[src/rtl/irq_capture_pkg.sv]
`timescale 1ns/1ps
package irq_capture_pkg;

    typedef enum logic {
        TRIG_LEVEL = 1'b0,
        TRIG_EDGE  = 1'b1
    } trig_mode_e;

    // Next pending value of one source
    function automatic logic next_pending(
        input trig_mode_e mode,
        input logic       lvl,
        input logic       rise,
        input logic       pend,
        input logic       clr
    );
        if (mode == TRIG_EDGE) begin
            return (pend | rise) & ~clr;
        end
        return lvl;
    endfunction

endpackage

[src/rtl/irq_half_merge.sv]
`timescale 1ns/1ps
module irq_half_merge #(
    parameter int HALF_W = 32
) (
    input  logic                  wr_lo,
    input  logic                  wr_hi,
    input  logic [HALF_W-1:0]     wdata,
    output logic [2*HALF_W-1:0]   sel_o,
    output logic [2*HALF_W-1:0]   val_o
);
    localparam int FULL_W = 2 * HALF_W;

    logic [FULL_W-1:0] sel_w;

    assign sel_w = {{HALF_W{wr_hi}}, {HALF_W{wr_lo}}};
    assign sel_o = sel_w;
    assign val_o = {wdata, wdata};
endmodule

[src/rtl/irq_src_cell.sv]
`timescale 1ns/1ps
module irq_src_cell
    import irq_capture_pkg::*;
(
    input  logic level_i,
    input  logic last_q_i,
    input  logic pend_q_i,
    input  logic edge_i,
    input  logic clr_i,
    output logic pend_d_o,
    output logic last_d_o,
    output logic rise_o,
    output logic fall_o
);
    logic rise_w;

    assign rise_w   = level_i & ~last_q_i;
    assign rise_o   = rise_w;
    assign fall_o   = ~level_i & last_q_i;
    assign last_d_o = level_i;
    assign pend_d_o = next_pending(trig_mode_e'(edge_i), level_i, rise_w, pend_q_i, clr_i);
endmodule

[src/rtl/irq_capture.sv]
`timescale 1ns/1ps
module irq_capture #(
    parameter int NUM_SRC = 64
) (
    input  logic                 clk,
    input  logic                 rst_n,
    input  logic [NUM_SRC-1:0]   irq_in,
    input  logic                 cfg_wr_lo,
    input  logic                 cfg_wr_hi,
    input  logic [NUM_SRC/2-1:0] cfg_wdata,
    input  logic                 clr_wr_lo,
    input  logic                 clr_wr_hi,
    input  logic [NUM_SRC/2-1:0] clr_wdata,
    output logic [NUM_SRC-1:0]   pending,
    output logic [NUM_SRC-1:0]   edge_mode,
    output logic [NUM_SRC-1:0]   raise_evt,
    output logic [NUM_SRC-1:0]   lower_evt
);
    localparam int HALF_W = NUM_SRC / 2;

    typedef struct packed {
        logic [NUM_SRC-1:0] pend;
        logic [NUM_SRC-1:0] last;
        logic [NUM_SRC-1:0] mode;
        logic [NUM_SRC-1:0] raise;
        logic [NUM_SRC-1:0] lower;
    } cap_state_t;

    cap_state_t st_d, st_q;

    logic [NUM_SRC-1:0] cfg_sel, cfg_val;
    logic [NUM_SRC-1:0] clr_sel, clr_val;
    logic [NUM_SRC-1:0] cell_pend, cell_last, cell_rise, cell_fall;

    irq_half_merge #(.HALF_W(HALF_W)) u_cfg_merge (
        .wr_lo (cfg_wr_lo),
        .wr_hi (cfg_wr_hi),
        .wdata (cfg_wdata),
        .sel_o (cfg_sel),
        .val_o (cfg_val)
    );

    irq_half_merge #(.HALF_W(HALF_W)) u_clr_merge (
        .wr_lo (clr_wr_lo),
        .wr_hi (clr_wr_hi),
        .wdata (clr_wdata),
        .sel_o (clr_sel),
        .val_o (clr_val)
    );

    for (genvar i = 0; i < NUM_SRC; i++) begin : g_src
        irq_src_cell u_cell (
            .level_i  (irq_in[i]),
            .last_q_i (st_q.last[i]),
            .pend_q_i (st_q.pend[i]),
            .edge_i   (st_q.mode[i]),
            .clr_i    (clr_sel[i] & clr_val[i]),
            .pend_d_o (cell_pend[i]),
            .last_d_o (cell_last[i]),
            .rise_o   (cell_rise[i]),
            .fall_o   (cell_fall[i])
        );
    end

    always_comb begin
        st_d       = st_q;
        st_d.pend  = cell_pend;
        st_d.last  = cell_last;
        st_d.raise = cell_rise;
        st_d.lower = cell_fall;
        st_d.mode  = (st_q.mode & ~cfg_sel) | (cfg_val & cfg_sel);
    end

    always_ff @(posedge clk) begin
        if (!rst_n) begin
            st_q <= '0;
        end else begin
            st_q <= st_d;
        end
    end

    assign pending   = st_q.pend;
    assign edge_mode = st_q.mode;
    assign raise_evt = st_q.raise;
    assign lower_evt = st_q.lower;
endmodule

[config.mk]
export PLATFORM = sky130hd
export DESIGN_NAME = irq_capture
export DESIGN_NICKNAME = d
export VERILOG_FILES = /design/src/rtl/irq_capture_pkg.sv /design/src/rtl/irq_half_merge.sv /design/src/rtl/irq_src_cell.sv /design/src/rtl/irq_capture.sv
export SDC_FILE = /design/constraint.sdc
export NUM_CORES = 1
export LEC_CHECK = 0
export CORE_UTILIZATION = 43
export CTS_BUF_LIST = sky130_fd_sc_hd__clkbuf_8
export CTS_CLUSTER_DIAMETER = 40
export DETAILED_ROUTE_END_ITERATION = 8
export GPL_TIMING_DRIVEN = 0
export PLACE_DENSITY = 0.78
export SYNTH_ARGS = -nofsm -noshare
export SYNTH_HDL_FRONTEND = slang
export SYNTH_SLANG_ARGS = --single-unit
[constraint.sdc]
create_clock -name clk -period 0.8 [get_ports clk]
set_input_delay 0.08 -clock clk [delete_from_list [all_inputs] [get_ports clk]]
set_output_delay 0.08 -clock clk [all_outputs]
set_load 0.005 [all_outputs]
---- Yosys cells after proc, flatten, opt, wreduce, memory -nomap -nowiden ----
Cells that the tools add are included.
word-level totals
  logic and storage cells ................. 713
  flip-flop bits (word level) ............. 320
  bits of input ports ..................... 134
  output and inout port bits .............. 256
operators by class
  multiplexer cells ....................... 192
  bitwise logic cells ..................... 516
operator list
  kind                number
  1-bit bitwise AND   256
  1-bit two-way mux   192
  1-bit NOT           192
  64-bit bitwise AND  2
  64-bit NOT          1
  1-bit OR            64
  64-bit OR           1

---- Logic depth before layout (Yosys ltp) ----
Gate-level depths: netlist (run 1).
  depth after elaboration ................. 6
  mapped depth ............................ 5
  gate-level depth less buffers ........... 3

---- Hierarchy ----
A second synthesis (run 1) with hierarchy kept.
second synthesis, totals
  cells, all modules ...................... 1699
  area total of the unflattened synthesis .. 16036.6 um^2
by module, submodules not included
  module          instances  seq. area each (um^2)  cells an instance  area each (um^2)
  irq_capture     1          6406.1                 1059               11552.3
  irq_src_cell    64         0.0                    6                  40.0
  irq_half_merge  2          0.0                    128                960.9

---- Worst setup path before layout (run 1) ----
Ideal clock, no wire load.
  path type ............................... in2reg
  from .................................... input port clr_wr_lo
  to ...................................... register st_q (netlist bit pending[16])
  stages .................................. 4
  required time ........................... 0.685 ns
  slack ................................... -0.013 ns
  buffers on the path ..................... 2
  setup time .............................. 0.115 ns
  data arrival time ....................... 0.699 ns
  cells stage by stage .................... buf_2 buf_2 a22oi_1 o21a_1
between the ends
  cells in the longest elaborated chain, start to end .. 5
RTL lines
  what                  RTL line               source
  from (decl)           irq_capture.sv:11      input logic clr_wr_lo,
  1-bit bitwise AND     irq_capture.sv:57      .clr_i (clr_sel[i] & clr_val[i]),
  1-bit NOT             irq_capture_pkg.sv:18  return (pend | rise) & ~clr;
  1-bit bitwise AND     irq_capture_pkg.sv:18
  1-bit two-way mux     irq_capture_pkg.sv:17  if (mode == TRIG_EDGE) begin
  1-bit two-way mux     irq_capture_pkg.sv:20  return lvl;
  to (signal assigned)  irq_capture.sv:78      st_q <= st_d;
  to (decl)             irq_capture.sv:29      cap_state_t st_d, st_q;
No other way between the ends. The select of a mux whose other input is x is not followed.
A chain may end at the register's enable or synchronous reset.

==> run metrics, run 1 <==
die area=28,600 um2; post-DP HPWL=27.9 mm; static leakage=0.00839 uW; Worst VDD drop=0.00138 V; Vias/cell=4.83; failing checks=hold timing, setup timing; final critical-path required period=1.22 ns; Clock transition at path regs=0.06 ns; Async SR Flop Fraction=0%; number of global-route vias before repair=10,500; arrival time at the worst endpoint=1.14 ns; Yosys reg bits=320; Post-Route WL=41.1 mm; # DRC=0; mean post-synth cell area=9.65 um2; hold crit path type=in -> reg; M1 GR Usage=31.2%; max_slew headroom=42.0%; worst r2r path cells=5; routed length per placed instance=19.2 um; worst-path cell chain=buf_6 > buf_6; grt peak-use layer=met2; top post-synthesis cells by area=dfxtp_1 (53%), buf_4 (8.6%), nor2b_1 (6.0%), mux2i_1 (5.3%), nand2_1 (3.7%); Final setup viols=294; largest net degree at the start of global routing=14; grt met3 use=8.47%; Post-synth top cells=dfxtp_1 (320), buf_4 (138), nand2_1 (118); Clock Path Buffers=3; layout cells sized above 1=44.9%; count of cell types in the netlist=21; first-pass GRT wire length=59.5 mm; Post-Place Worst Slack=-0.532 ns; top cell type's share of synthesized area=53.3%; Core Area=27,200 um2; I/O pins=390; CTS Buf Count=53; Iter 0 DRT Violations=490; WHS Endpoint=st_q[242]; total negative slack=-77.70 ns; DR vias=10,300; Power Dens Cells=2030 nW/um2; post-route clock period utilization=152%; CTS tree=done; Clock Latency Late Sink=0.56 ns; most frequent CP cell=buf_6; Reg2Reg Setup Slack=-0.22 ns; Critical Path End Type=primary output; Final Max Tran Viols=0; type of origin of the critical path=register; MaxCap Viol Count=0; GR Layer Usage met2=47.5%; CP peak stage delay=0.36 ns; top_reg_cell synth=dfxtp_1; antenna viol nets, final=0; Critical-path top delay cell=dfxtp_4; RSZ-0062 raised after global routing=yes; port buffer count=384; register area share after synthesis=53.3%; yosys warns=0; Post-Synthesis Cells=1,245; Die X=169 um; grt total ovfl=0; CP required=0.72 ns; clk sinks=320; First-pass DRT Iterations=5; gr usage total=27.4%; Worst Path Max Fanout=2; Placer Congestion=0.877; final worst slack=-0.416 ns; Hold Vio Cnt, Final=2; worst hold slack=-0.00480 ns; Rows=60; initial antenna violation count=2; worst slew pin tran=0.869 ns; Root Buffer=clkbuf_8; Hold Path Cell Cnt=3; nets=1,858; number of flops mapped to enable cells by yosys=0; Die Y=169 um; RR Endpoint=pending[16]; fmax=823 MHz; hold_sp=rst_n; most common cell in the netlist=dfxtp_1; outcome=finished with violations; starting density of the core=44.2%; Netlist Area Pre-Place=12,000 um2; cell taking the most area after synthesis=dfxtp_1; clk_skew=0.00716 ns; kind of critical path=reg -> out; synthesis-to-finish area growth=53.9%; Post-Syn Nets=1,379; H-tree depth=2
[per-stage QoR]
step	cells	area, um2	total power (uW)	util (%)
floorplan	1245	12000	19600	-
finish	2137	18500	37600	68.1
global placement	2001	16300	22400	60.1
CTS	2123	17800	37300	65.4
detailed placement	2001	16300	22500	60.1
global route	2137	18500	39000	68.1
[report_power, final]
group | total (uW) | internal (uW) | leakage, uW | switching, uW
combinational | 5580 | 3290 | 0.00506 | 2290
clock | 14500 | 8020 | 0.000617 | 6510
sequential | 17500 | 16900 | 0.00271 | 596
total | 37600 | 28200 | 0.00839 | 9400
[what timing repair did]
action / 4_1_cts / 5_1_grt
endpoints found under the setup margin: 281 / 378
resized for setup: 1446 / 267
setup buffers: 73 / 24
endpoints found under the hold margin: 31 / 9
hold buffers: 11 / 5
pin swaps: 28 / 92
[metal layers]
metal  part of all wire, %  vias to the layer above
met2                    48                      432
li1                      -                     4870
met5                 0.032                        -
met4                   3.7                        2
met3                   8.5                       96
met1                    40                     4929
[cell families (layout without fill, tap and decap cells)]
group / Yosys count / after routing / synth area share (%)
AOI/OAI and AO/OA: 182 / 182 / 9.12
buffers and inverters: 231 / 750 / 12.6
DFF: 320 / 320 / 53.3
muxes: 64 / 64 / 5.33
other: 0 / 1 / 0
and+or+nand+nor: 448 / 448 / 19.6
[cells in the final DEF (no fill, tap or decap), types with 3 or more instances in the layout]
cell type	synthesis	final
o21ai_2	0	24
clkinv_2	0	4
dlymetal6s4s_1	0	3
o21ai_1	0	30
and2_1	64	64
and2b_1	22	22
a21boi_0	53	3
nor2_1	54	54
o21a_1	10	10
dfxtp_1	320	146
dfxtp_2	0	162
a21oi_2	0	21
nand3_1	54	51
clkdlybuf4s50_1	0	128
nand2_1	118	110
buf_2	14	110
and3b_1	10	10
clkinvlp_4	0	4
buf_6	15	308
inv_1	54	47
a21oi_1	54	33
inv_2	0	23
a21boi_1	1	49
dlygate4sd3_1	0	10
dfxtp_4	0	12
nand3_2	0	3
clkbuf_1	10	10
nand2b_1	10	8
clkbuf_8	0	69
nor2b_1	116	116
nand2_2	0	6
a22oi_1	10	4
a22oi_2	0	6
mux2i_1	64	64
buf_4	138	32
[worst max-delay path: cells and delay by family, from the launching register on]
kind | cells | cell delay, ns
buffers and inverters | 2 | 0.21
DFF | 1 | 0.36
[worst max-delay path by stage]
stage | from | endpoint | slack [ns] | cells past startpoint
final | register | edge_mode[16] | -0.42 | 2
after global routing | register | edge_mode[19] | -0.45 | 2
after CTS | register | edge_mode[16] | -0.45 | 2
after detailed placement | rst_n | raise_evt[2] | -0.53 | 3
after global placement | rst_n | raise_evt[2] | -0.51 | 3
after floorplan | clr_wr_lo | pending[16] | 0.03 | 4
[layout make-up]
class / count / area [um2]
Antenna cell: 1 / 2.50
Buffer: 120 / 1160
Clock buffer: 69 / 950
Clock inverter: 26 / 144
Fill cell: 2070 / 8680
Inverter: 54 / 205
Multi-Input combinational cell: 694 / 4360
Sequential cell: 320 / 6650
Tap cell: 372 / 465
Timing Repair Buffer: 481 / 4560
Power figures use the tool's default switching activity.
==> inputs of run 2 (changes only) <==
--- a/config.mk
+++ b/config.mk
@@ -5,12 +5,15 @@
 export SDC_FILE = /design/constraint.sdc
 export NUM_CORES = 1
 export LEC_CHECK = 0
+export CORE_MARGIN = 2
 export CORE_UTILIZATION = 43
 export CTS_BUF_LIST = sky130_fd_sc_hd__clkbuf_8
 export CTS_CLUSTER_DIAMETER = 40
 export DETAILED_ROUTE_END_ITERATION = 8
 export GPL_TIMING_DRIVEN = 0
+export HOLD_SLACK_MARGIN = 0.08
 export PLACE_DENSITY = 0.78
 export SYNTH_ARGS = -nofsm -noshare
 export SYNTH_HDL_FRONTEND = slang
 export SYNTH_SLANG_ARGS = --single-unit
+export TNS_END_PERCENT = 5
==> run metrics, run 2 (synthesis results as in run 1) <==
Worst Path Max Fanout=2; routed length per placed instance=18.5 um; I/O pins=390; fill count=2,234; arrival time at the worst endpoint=1.14 ns; CTS tree=done; number of global-route vias before repair=10,700; fmax=820 MHz; Rows=61; kind of critical path=reg -> out; Die Y=171 um; Iter 0 DRT Violations=568; Die X=171 um; # DRC=0; die area=29,300 um2; gr usage total=26.7%; worst slew pin tran=0.836 ns; Critical-path top delay cell=dfxtp_2; Root Buffer=clkbuf_8; final critical-path required period=1.22 ns; starting density of the core=43.5%; max_slew headroom=44.3%; Vias/cell=4.76; outcome=finished with violations; clk_skew=0.0155 ns; first-pass GRT wire length=59.2 mm; post-DP HPWL=27.5 mm; antenna viol nets, final=0; Worst VDD drop=0.00155 V; fin area=18,300 um2; largest net degree at the start of global routing=13; worst-path cell chain=buf_4 > buf_2; Power Dens Cells=2010 nW/um2; Clock transition at path regs=0.06 ns; Post-Route WL=41.1 mm; Final Max Tran Viols=0; DP Area=16,300 um2; post-route clock period utilization=152%; synthesis-to-finish area growth=52.2%; CP Buf/Inv Count=2; Clock Path Buffers=3; CP top delay family=flip-flops; CTS Buf Count=52; H-tree depth=2; DR vias=10,600; Placer Congestion=0.878; Critical Path End Type=primary output; layout cells sized above 1=43.1%; CP peak stage delay=0.33 ns; final worst slack=-0.420 ns; most frequent cells in the layout=buf_2 (172), dfxtp_2 (172), buf_6 (158), dfxtp_1 (144), buf_4 (123); Clock Latency Late Sink=0.56 ns; nets=1,937; CP required=0.72 ns; Final setup viols=289; clk sinks=320; type of origin of the critical path=register; static leakage=0.00867 uW; RSZ-0062 raised after global routing=yes; failing checks=setup timing; initial antenna violation count=6; First-pass DRT Iterations=5; hold crit path type=in -> reg; MaxCap Viol Count=0; Core Area=27,600 um2; port buffer count=384; grt total ovfl=0; Hold Vio Cnt, Final=0; hold_sp=rst_n; total power=36,700 uW
run 2: cell count changes in the layout (fill, tap and decap cells not counted), moves of 12 or more:
cell	before	now
buf_2	110	172
buf_4	32	123
buf_6	308	158
clkbuf_2	0	29
clkdlybuf4s50_1	128	116
dlygate4sd3_1	10	53
dlymetal6s2s_1	0	12
o21ai_2	24	12
run 2: where the power goes:
part | internal, uW | switching [uW]
Combinational | 3110 | 2270
Clock | 7630 | 6310
Sequential | 16900 | 512
run 2: path summary, 6_finish.rpt:
check,slack [ns],cells past startpoint,endpoint
max,-0.42,2,edge_mode[53]
min,0.04,3,st_q[232]
max reg2reg,-0.05,4,pending[0]
min reg2reg,0.41,1,raise_evt[16]
run 2: final cells by class:
cell class              count  area, um2  share of cell area [%]
diodes                      3       7.51                  0.0411
plain buffers             174       1410                    7.72
clock buffers              62        853                    4.67
clock inverters            28        169                   0.924
inverters                  54        205                    1.12
multi-input cells         694       4260                    23.3
flip-flops and latches    320       6640                    36.3
well taps                 378        473                    2.59
repair buffers            507       4270                    23.4
run 2: stage by stage:
step           utilization, %  TNS, ns  hold WS, ns  setup slack [ns]  std cells
2_1_floorplan               -        0        0.152            0.0301       1245
3_3_place_gp             59.1   -80.22        0.403            -0.375       2007
3_5_place_dp             59.1   -83.72        0.402            -0.368       2007
4_1_cts                  63.8  -106.03       0.0163            -0.435       2205
5_1_grt                  66.2   -97.77       0.0443            -0.464       2220
6_report                 66.2   -86.21       0.0398            -0.420       2220
run 2: worst reg2reg max path, delay by kind of cell (launching register included):
| family | cells | cell delay (ns) |
|---|---|---|
| flops | 1 | 0.36 |
| compound gates | 2 | 0.21 |
| buf+inv | 2 | 0.17 |
run 2: repair_timing:
action / CTS / global route
endpoints found under the setup margin: 285 / 399
endpoints found under the hold margin: 110 / 63
buffers inserted: 61 / 3
gates resized for setup: 993 / 512
pin swaps: 0 / 81
hold buffers: 47 / 12
run 2: metal layers:
| layer | vias to the layer above | wire length [um] | part of all wire [%] | global-route usage, % |
|---|---|---|---|---|
| li1 | 5015 | - | - | - |
| met2 | 453 | 20100 | 49 | 46.5 |
| met1 | 4996 | 16000 | 39 | 30.6 |
| met5 | - | 10 | 0.024 | 0 |
| met3 | 92 | 3720 | 9.1 | 7.77 |
| met4 | 2 | 1310 | 3.2 | 10.7 |
